File: src/rtl/rstseq_pkg.sv
package rstseq_pkg;

    localparam int NUM_CAUSE = 5;

    // bit 0 watchdog, 1 illegal opcode, 2 illegal address, 3 low voltage, 4 monitor
    typedef struct packed {
        logic mon;
        logic lowv;
        logic badaddr;
        logic badop;
        logic wdog;
    } cause_t;

    typedef enum logic [1:0] {
        PH_IDLE = 2'd0,
        PH_PIN  = 2'd1,
        PH_CPU  = 2'd2
    } phase_t;

    function automatic logic cause_any(input cause_t c);
        return |c;
    endfunction

endpackage

File: src/rtl/rstseq_qual.sv
module rstseq_qual
    import rstseq_pkg::*;
(
    input  logic   wdog_ovf,
    input  logic   wdog_dis,
    input  logic   test_volt,
    input  logic   ilop_det,
    input  logic   stop_exec,
    input  logic   stop_en,
    input  logic   ilad_det,
    input  logic   fetch_opcode,
    input  logic   lv_det,
    input  logic   lv_pwrd,
    input  logic   lv_rstd,
    input  logic   mon_req,
    output cause_t cause
);

    always_comb begin
        cause         = '0;
        cause.wdog    = wdog_ovf && !wdog_dis && !test_volt;
        cause.badop   = ilop_det || (stop_exec && !stop_en);
        cause.badaddr = ilad_det && fetch_opcode;
        cause.lowv    = lv_det && !lv_pwrd && !lv_rstd;
        cause.mon     = mon_req;
    end

endmodule

File: src/rtl/rstseq_timer.sv
module rstseq_timer
    import rstseq_pkg::*;
#(
    parameter int HOLD_CYC  = 4096,
    parameter int GUARD_CYC = 32
) (
    input  logic clk,
    input  logic rst,
    input  logic start,
    output logic pin_low,
    output logic cpu_rst,
    output logic idle
);

    localparam int PIN_LEN = HOLD_CYC + GUARD_CYC;
    localparam int CW      = $clog2(PIN_LEN + 1);
    localparam logic [CW-1:0] PIN_LAST   = CW'(PIN_LEN - 1);
    localparam logic [CW-1:0] GUARD_LAST = CW'(GUARD_CYC - 1);

    phase_t          phase;
    logic [CW-1:0]   cnt;

    always_ff @(posedge clk) begin
        if (rst) begin
            phase <= PH_IDLE;
            cnt   <= '0;
        end else if (start) begin
            phase <= PH_PIN;
            cnt   <= '0;
        end else begin
            case (phase)
                PH_PIN: begin
                    if (cnt == PIN_LAST) begin
                        phase <= PH_CPU;
                        cnt   <= '0;
                    end else begin
                        cnt <= cnt + 1'b1;
                    end
                end
                PH_CPU: begin
                    if (cnt == GUARD_LAST) begin
                        phase <= PH_IDLE;
                        cnt   <= '0;
                    end else begin
                        cnt <= cnt + 1'b1;
                    end
                end
                default: begin
                    phase <= PH_IDLE;
                    cnt   <= '0;
                end
            endcase
        end
    end

    assign pin_low = (phase == PH_PIN);
    assign cpu_rst = (phase != PH_IDLE);
    assign idle    = (phase == PH_IDLE);

endmodule

File: src/rtl/rstseq_status.sv
module rstseq_status
    import rstseq_pkg::*;
(
    input  logic   clk,
    input  logic   rst,
    input  cause_t cause,
    input  logic   idle,
    input  logic   rd,
    output cause_t flags
);

    logic   fresh;
    cause_t base;

    assign fresh = rd || (idle && cause_any(cause));
    assign base  = fresh ? cause_t'('0) : flags;

    always_ff @(posedge clk) begin
        if (rst) begin
            flags <= '0;
        end else begin
            flags <= base | cause;
        end
    end

endmodule

File: src/rtl/rstseq.sv
module rstseq
    import rstseq_pkg::*;
#(
    parameter int HOLD_CYC  = 4096,
    parameter int GUARD_CYC = 32
) (
    input  logic                 clk,
    input  logic                 rst,
    input  logic                 wdog_ovf,
    input  logic                 wdog_dis,
    input  logic                 test_volt,
    input  logic                 ilop_det,
    input  logic                 stop_exec,
    input  logic                 stop_en,
    input  logic                 ilad_det,
    input  logic                 fetch_opcode,
    input  logic                 lv_det,
    input  logic                 lv_pwrd,
    input  logic                 lv_rstd,
    input  logic                 mon_req,
    input  logic                 stat_rd,
    output logic                 pin_low,
    output logic                 cpu_rst,
    output logic [NUM_CAUSE-1:0] status
);

    cause_t cause;
    cause_t flags;
    logic   idle;

    rstseq_qual u_qual (
        .wdog_ovf     (wdog_ovf),
        .wdog_dis     (wdog_dis),
        .test_volt    (test_volt),
        .ilop_det     (ilop_det),
        .stop_exec    (stop_exec),
        .stop_en      (stop_en),
        .ilad_det     (ilad_det),
        .fetch_opcode (fetch_opcode),
        .lv_det       (lv_det),
        .lv_pwrd      (lv_pwrd),
        .lv_rstd      (lv_rstd),
        .mon_req      (mon_req),
        .cause        (cause)
    );

    rstseq_timer #(
        .HOLD_CYC  (HOLD_CYC),
        .GUARD_CYC (GUARD_CYC)
    ) u_timer (
        .clk     (clk),
        .rst     (rst),
        .start   (cause_any(cause)),
        .pin_low (pin_low),
        .cpu_rst (cpu_rst),
        .idle    (idle)
    );

    rstseq_status u_status (
        .clk   (clk),
        .rst   (rst),
        .cause (cause),
        .idle  (idle),
        .rd    (stat_rd),
        .flags (flags)
    );

    assign status = flags;

endmodule

File: config.mk
export PLATFORM = sky130hd
export DESIGN_NAME = rstseq
export DESIGN_NICKNAME = d
export VERILOG_FILES = /design/src/rtl/rstseq_pkg.sv /design/src/rtl/rstseq_qual.sv /design/src/rtl/rstseq_timer.sv /design/src/rtl/rstseq_status.sv /design/src/rtl/rstseq.sv
export SDC_FILE = /design/constraint.sdc
export NUM_CORES = 1
export LEC_CHECK = 0
export CAP_MARGIN = 20
export CORE_UTILIZATION = 45
export CTS_CLUSTER_SIZE = 24
export DETAILED_ROUTE_END_ITERATION = 12
export MAX_ROUTING_LAYER = met4
export PLACE_DENSITY = 0.75
export SLEW_MARGIN = 20
export SYNTH_ARGS = -nofsm -noshare
export SYNTH_HDL_FRONTEND = slang
export SYNTH_SLANG_ARGS = --single-unit
File: constraint.sdc
create_clock -name clk -period 2.44 [get_ports clk]
set_clock_uncertainty 0.05 [all_clocks]
set_input_delay 0.732 -clock clk [delete_from_list [all_inputs] [get_ports clk]]
set_output_delay 0.732 -clock clk [all_outputs]
set_load 0.05 [all_outputs]
=== Word-level counts from Yosys, hierarchy flattened ===
Cells that the tools add are included.

* Output and inout port bits: 7
* Logic and storage cells: 46
* Bits in registers: 20
* Bits of input ports: 15

* Add/subtract/negate cells: 1
* Bitwise operators: 1
* Muxes and demuxes: 8
* Equal/unequal tests: 8
* Reductions and logical operators: 20

{| class="wikitable"
|+ Operators with widths
! operator !! count
|-
| $mux 13 || 2
|-
| $pmux 13 s2 || 1
|-
| $add 13x1->13 const B || 1
|-
| $eq 13x13->1 const B || 1
|-
| $eq 13x5->1 const B || 1
|-
| $logic_and 1x1->1 || 7
|-
| $ne 3x1->1 const B || 2
|-
| $reduce_or 6->1 || 1
|-
| $logic_not 1->1 || 5
|-
| $mux 5 || 1
|-
| $or 5x5->5 || 1
|-
| $reduce_or 5->1 || 1
|-
| $mux 2 || 2
|-
| $ne 2x1->1 const B || 2
|-
| $pmux 2 s2 || 1
|-
| $reduce_and 2->1 || 2
|-
| $eq 2x1->1 const B || 1
|-
| $eq 2x2->1 const B || 1
|-
| $logic_not 2->1 || 1
|-
| $logic_or 1x1->1 || 2
|-
| $reduce_bool 2->1 || 1
|-
| $mux 1 || 1
|}

=== Depth between registers and ports, before layout ===
Gate-level depths: netlist (run 1).

* Depth after elaboration: 8
* Depth in mapped cells: 7
* Depth with buffers taken out: 6

=== Cells and area by module ===
A second synthesis (run 1) with hierarchy kept.

* Cell total of the unflattened synthesis: 118
* Area total of the unflattened synthesis: 1072.3 um^2

{| class="wikitable"
|+ By module, submodules not included
! module !! area an instance (um^2) !! cells each !! sequential area each (um^2) !! instances
|-
| rstseq_timer || 732.0 || 81 || 300.3 || 1
|-
| rstseq_status || 277.8 || 28 || 100.1 || 1
|-
| rstseq_qual || 50.0 || 6 || 0.0 || 1
|-
| rstseq || 12.5 || 3 || 0.0 || 1
|}

=== Least setup slack after synthesis (run 1) ===
OpenSTA, ideal clock, no wires.

* Path kind: input port to flip-flop
* Start point: input stop_exec
* End point: register u_timer.cnt[10]
* Arrival time: 1.690 ns
* Path buffers: 1
* Required time: 2.312 ns
* Stages: 5
* Slack: 0.622 ns
* Setup time: 0.078 ns
* Path through: nor2b_1 -> nor4b_4 -> nand4_2 -> buf_2 -> nor3_1

* Cells in the longest elaborated chain, start to end: 3

{| class="wikitable"
|+ Ends and longest elaborated chain
! element !! RTL line !! RTL
|-
| start, declared || rstseq.sv:13 || <nowiki>input logic stop_exec,</nowiki>
|-
| $logic_and 1x1->1 || rstseq_qual.sv:22 || <nowiki>cause.badop = ilop_det || (stop_exec && !stop_en);</nowiki>
|-
| $logic_or 1x1->1 || rstseq_qual.sv:22 ||
|-
| $reduce_or 6->1 (no source line) || n/a ||
|-
| end signal, assigned || rstseq_timer.sv:37 || <nowiki>cnt <= cnt + 1'b1;</nowiki>
|-
| end signal, assigned || rstseq_timer.sv:45 || <nowiki>cnt <= cnt + 1'b1;</nowiki>
|-
| end, declared || rstseq_timer.sv:21 || <nowiki>logic [CW-1:0] cnt;</nowiki>
|}

Every way passes these cells.
A chain may end at the register's enable or synchronous reset.

=== Worst setup path in the final report (run 1) ===
* Start point: register u_status.flags[3] (netlist name)
* End point: output status[3]

{| class="wikitable"
|+ RTL lines
! element !! RTL line !! RTL
|-
| end, declared || rstseq.sv:24 || <nowiki>output logic [NUM_CAUSE-1:0] status</nowiki>
|}

No word-level cell between the ends.

==> results of run 1 <==
-- cell families (layout without fill, tap and decap cells) --
| logic type | Yosys count | count (layout) | synth area share |
|---|---|---|---|
| adder cells (fa/ha/maj) | 4 | 4 | 0.0497 |
| AO/OA/AOI/OAI | 19 | 19 | 0.147 |
| buffers and inverters | 15 | 37 | 0.0646 |
| AND/OR/NAND/NOR | 45 | 45 | 0.272 |
| flip-flops | 20 | 20 | 0.398 |
| XOR/XNOR | 8 | 8 | 0.0696 |
-- power breakdown --
group	total, mW	switching (mW)	internal [mW]
sequential	0.336	0.00315	0.333
clock	0.151	0.0936	0.0574
combinational	0.112	0.0656	0.0464
total	0.599	0.162	0.437
-- cells in the final DEF, fill, tap and decap left out, types with 2 or more instances in the layout --
master	synthesis	layout
nand3_2	2	2
and4_1	2	2
nor2_1	4	4
nor2b_1	2	2
o32ai_1	4	4
clkdlybuf4s50_1	0	19
nor4_1	2	2
o21ai_0	3	3
o31ai_1	2	2
nor3_1	12	12
xnor2_1	3	3
xor2_1	5	5
a211oi_2	2	2
clkbuf_4	0	3
nand2_1	7	7
nand3_1	4	4
buf_4	2	4
or3_1	2	2
a21oi_1	2	2
nand4_1	2	2
ha_1	4	4
inv_1	11	11
dfxtp_1	20	20
-- registers in the layout, indices dropped and copies added, names as in the netlist --
| name | flops |
|---|---|
| u_timer.phase | 2 |
| u_timer.cnt | 13 |
| u_status.flags | 5 |
-- path summary, 6_finish.rpt --
path                                 from                           end  slack (ps)  cells after the start
max          u_status.flags[3]$_SDFF_PP0_                     status[3]         210                      1
min reg2reg  u_status.flags[2]$_SDFF_PP0_  u_status.flags[2]$_SDFF_PP0_         430                      2
max reg2reg     u_timer.cnt[0]$_SDFF_PP0_    u_timer.cnt[12]$_SDFF_PP0_         670                      5
min          u_status.flags[2]$_SDFF_PP0_  u_status.flags[2]$_SDFF_PP0_         430                      2
-- metrics by stage --
step | instance area [sq um] | instances | hold slack [ps]
after global placement | 1240 | 157 | 407
after detailed placement | 1240 | 157 | 416
after CTS | 1260 | 160 | 432
after global routing | 1260 | 160 | 452
final | 1260 | 160 | 430
after floorplan | 1010 | 111 | 402
-- final cells by class --
class,instances,area [sq um]
Inverter,11,41.3
Timing Repair Buffer,23,220
Tap cell,27,33.8
Sequential cell,20,400
Fill cell,198,782
Clock buffer,3,22.5
Multi-Input combinational cell,76,542
-- layer usage --
metal,vias up,wire [microns],global-route usage
met5,-,0,-
met4,0,23,0.0588
met3,2,49,0.0561
met2,9,936,0.308
met1,401,988,0.263
li1,442,-,-
==> results.md, run 1 <==
- Post-placement setup slack: ~170 ps
- Ys Warns: 0
- GPL Wtd Cong: roughly 0.78
- Critical Path Sink Type: output port
- Period utilisation layout: 0.912
- Mapped Avg Cell Area: 9.07 sq um
- Initial antenna violation count: 0
- Fmax: between 400 and 500 MHz
- N_diodes: 0
- Area delta synth->final: 25.1%
- Crit path buffers/inverters: 1
- Count leader, synth: dfxtp_1
- Post-Synthesis Cell Area: around 1000 sq um
- Clock sink count: 20
- Final hold vios: 0
- Synthesized flop and latch total: 20
- Largest area contributor in the netlist: dfxtp_1
- # Max-Cap Violations: 0
- Register area share after synthesis: 0.398
- # Post-CTS Setup Buffers: 0
- Largest cells by area after synthesis: dfxtp_1, nor3_1, ha_1
- Largest net degree at the start of global routing: 14
- CP max stage cell: clkdlybuf4s50_1
- Critical path, cell by cell: clkdlybuf4s50_1
- Slew HR: 0.668
- Max incr delay on CP: around 800 ps
- Crit path max-delay family: buffers and inverters
- Die area: 2430 sq um
- Vias in the first global route: 836
- Post_cts resized: 0
- Clock transition at path regs: about 110 ps
- Detail Placement HPWL: approximately 1600 microns
- WS Path Type: reg2out
- FP Rows: 16
- Type of origin of the critical path: register
- Hold Path Class: reg2reg
- Total CTS buffers: 3
- Initial Util: 0.493
- DRC: 0
- Max-slew violations: 0
- Port buffer count: 21
- # IOs: 22
- Worst-path fanout max: 2
- Critical path data arrival time: about 1400 ps
- Initial DRC Count: 8
- Synth top area share: 0.398
- Post-Syn Nets: between 100 and 150
- Post-Route Setup TNS: 0 ps
- Power Dens Cells: around 480 nW/um^2
- Min Tclk post-route: approximately 2200 ps
- Die height: ~49 microns
- Status: finished clean
- Util after Layout: 0.617
- Synth cell types: 35
- Actual slew at the worst max-slew pin: between 400 and 500 ps
- Final ANT Viol Nets: 0
- Final net count: 154
- Async SR Flop Fraction: 0
- Clk root buf: clkbuf_4
- Primary FF master, synth: dfxtp_1
- CTS tree: yes
- DIE WIDTH: 49.3 microns
- Vias: roughly 850
- Post-synthesis instance total: 111
- Gr usage total: 0.204
- Final wirelength: between 1500 and 2000 microns
- Maximum vdd drop: approximately 0.38 mV
- Vias per inst: 5.34
- Drt first pass iters: 4
- Core footprint: 2040 sq um
- First-pass GRT wire length: 3680 microns
- # hold bufs at CTS: 0
- WP data required: around 1700 ps
- Avg WL per Cell: about 12 microns
- RSZ-0062 raised after global routing: no
- Post-synth EDFFs: 0
- Final WS setup: around 210 ps
- CTS H-tree lvls: 1
- P_leak: roughly 0.43 nW
- Top post-synthesis cells by count: dfxtp_1, nor3_1, inv_1, nand2_1, xor2_1
- Layout cell share with drive strength beyond 1: 0.113
- CTS max path bufs: 2
- Finish-stage setup viols: 0
- Overflow after GRT: 0
- PnR Total Power: 599 uW
- Worst-Skew Late Latency: 290 ps
No activity file was read; power rests on OpenSTA's default activity.
==> run 2: changes to the inputs <==
==> constraint.sdc (replaced) <==
create_clock -name clk -period 2.9 [get_ports clk]
set_clock_uncertainty 0.05 [all_clocks]
set_input_delay 0.87 -clock clk [delete_from_list [all_inputs] [get_ports clk]]
set_output_delay 0.87 -clock clk [all_outputs]
set_load 0.05 [all_outputs]
==> run 2 against run 1 <==
Against the previous run:
- utilization shrank 0.49 points
- total power shrank 16%
- count of clock-buffer cells in the layout is the same
- critical endpoint is now pin_low
==> results.md, run 2 (synthesis gave the netlist of run 1 again) <==
- Post-placement setup slack: 294 ps (was 171 ps)
- Post-Route Setup TNS: 0 ps (unchanged)
- Final wirelength: 2070 microns (was 2000 microns)
- CP endpoint: pin_low (was status[3])
- GPL Wtd Cong: 0.815 (was 0.778)
- Gr usage total: 0.203 (was 0.204)
- Non-Filler Instances: 158 (was 160)
- Avg WL per Cell: 13.1 microns (was 12.5 microns)
- DRC: 0 (unchanged)
- Hold Path Class: reg2reg (unchanged)
- Total CTS buffers: 3 (unchanged)
- Fmax: approximately 360 MHz
- FP Rows: 16 (unchanged)
- Critical path data arrival time: 1840 ps (was 1440 ps)
- Vias: 873 (was 854)
- Top flop regs: u_timer.cnt (13), u_status.flags (5), u_timer.phase (2) (unchanged)
- Actual slew at the worst max-slew pin: 573 ps (was 497 ps)
- Area delta synth->final: 24.1% (was 25.1%)
- # Post-CTS Setup Buffers: 0 (unchanged)
- RSZ-0062 raised after global routing: no (unchanged)
- R2r startpoint: u_timer.cnt[0]$_SDFF_PP0_ (unchanged)
- Slew HR: 0.614 (was 0.668)
- Type of origin of the critical path: register (unchanged)
- Largest net degree at the start of global routing: 14 (unchanged)
- Largest Register: u_timer.cnt (unchanged)
- Initial DRC Count: 30 (was 8)
- Die area: 2430 sq um (unchanged)
- Critical Path Sink Type: output port (unchanged)
- Post_cts resized: 0 (unchanged)
- Core footprint: 2040 sq um (unchanged)
- Worst-Skew Late Latency: 300 ps (was 290 ps)
- Port buffer count: 21 (unchanged)
- Fin Hold WS: 428 ps (was 430 ps)
- Commonest non-fill, non-tap cell in the layout: clkdlybuf4s50_1 (was dfxtp_1)
- Overflow after GRT: 0 (unchanged)
- Final net count: 152 (was 154)
- Max reg flops: 13 (unchanged)
- Initial Util: 0.493 (unchanged)
- Reg-to-Reg End: u_timer.cnt[12]$_SDFF_PP0_ (unchanged)
- FF-to-FF setup slack: 1100 ps (was 670 ps)
- Power Dens Cells: 405 nW/um^2 (was 475 nW/um^2)
- Clock sink count: 20 (unchanged)
- Final WS setup: 138 ps (was 215 ps)
- Drt first pass iters: 4 (unchanged)
- Util after Layout: 0.612 (was 0.617)
- Detail Placement HPWL: 1620 microns (was 1560 microns)
- WS Path Type: reg2out (unchanged)
- # hold bufs at CTS: 0 (unchanged)
- Clk root buf: clkbuf_4 (unchanged)
- DIE WIDTH: 49.3 microns (unchanged)
- # IOs: 22 (unchanged)
- CTS tree: yes (unchanged)
- Vias per inst: 5.53 (was 5.34)
- Clock transition at path regs: 100 ps (was 110 ps)
- Vias in the first global route: 853 (was 836)
- P_leak: 0.420 nW (was 0.430 nW)
- Status: finished clean (unchanged)
- Placed insts: 155 (was 157)
- Period utilisation layout: 0.952
- Most frequent cells in the layout: clkdlybuf4s50_1, dfxtp_1, nor3_1, inv_1, nand2_1 (was dfxtp_1, clkdlybuf4s50_1, nor3_1, inv_1, nand2_1)
- Setup crit start: u_timer.phase[1]$_SDFFE_PP0P_ (was u_status.flags[3]$_SDFF_PP0_)
- WP data required: 1980 ps (was 1660 ps)
- Reg2Reg Depth: 5 (unchanged)
- Finish-stage setup viols: 0 (unchanged)
- Min Tclk post-route: around 2800 ps
- Fillers: 195 (was 198)
- Layout cell share with drive strength beyond 1: 0.0840 (was 0.113)
- CTS max path bufs: 2 (unchanged)
- # Max-Cap Violations: 0 (unchanged)
- Maximum vdd drop: 0.272 mV (was 0.382 mV)
- Final ANT Viol Nets: 0 (unchanged)
- Initial antenna violation count: 0 (unchanged)
- CTS H-tree lvls: 1 (unchanged)
- Die height: 49.3 microns (unchanged)
- Worst-path fanout max: 4 (was 2)
- First-pass GRT wire length: 3700 microns (was 3680 microns)
- N_diodes: 0 (unchanged)
- Final hold vios: 0 (unchanged)
- Max-slew violations: 0 (unchanged)
## run 2: worst min path at each step
stage,startpoint,end,slack (ps),depth (start not counted)
2_1_floorplan,u_timer.cnt[0]$_SDFF_PP0_,u_timer.cnt[0]$_SDFF_PP0_,400,1
3_3_place_gp,u_status.flags[1]$_SDFF_PP0_,u_status.flags[1]$_SDFF_PP0_,410,2
3_5_place_dp,u_status.flags[4]$_SDFF_PP0_,u_status.flags[4]$_SDFF_PP0_,420,2
4_1_cts,u_status.flags[4]$_SDFF_PP0_,u_status.flags[4]$_SDFF_PP0_,430,2
5_1_grt,u_status.flags[3]$_SDFF_PP0_,u_status.flags[3]$_SDFF_PP0_,460,2
6_report,u_status.flags[4]$_SDFF_PP0_,u_status.flags[4]$_SDFF_PP0_,430,2
## run 2: power breakdown
group          internal (mW)  leakage, nW  switching, mW
sequential             0.280        0.162        0.00281
clock                 0.0485       0.0138         0.0797
combinational         0.0393        0.244         0.0555
## run 2: layout make-up
| class | count | area, sq um | share of cell area |
|---|---|---|---|
| multi-input combinational | 76 | 542 | 0.433 |
| tap | 27 | 33.8 | 0.0270 |
| sequential | 20 | 400 | 0.320 |
| inverter | 11 | 41.3 | 0.0330 |
| timing repair buffer | 21 | 210 | 0.168 |
| clock buffer | 3 | 22.5 | 0.0180 |
## run 2: worst max-delay path, cell delays in order, from the launching register on
cell	delay, ps
dfxtp_1	350
inv_1	110
ha_1	240
clkdlybuf4s50_1	850
## run 2: layer usage
metal  up-vias  part of all wire  global-route usage
li1        442                 -                   -
met1       400              0.47               0.244
met2        25              0.47               0.322
met3         6             0.052              0.0685
met4         0             0.014              0.0539
met5         -                 0                   -
## run 2: per-stage QoR
step                instance area [sq um]  power [mW]
finish                               1250       0.506
detailed placement                   1230       0.384
CTS                                  1250       0.514
floorplan                            1010       0.346
global route                         1250       0.534
global placement                     1230       0.382
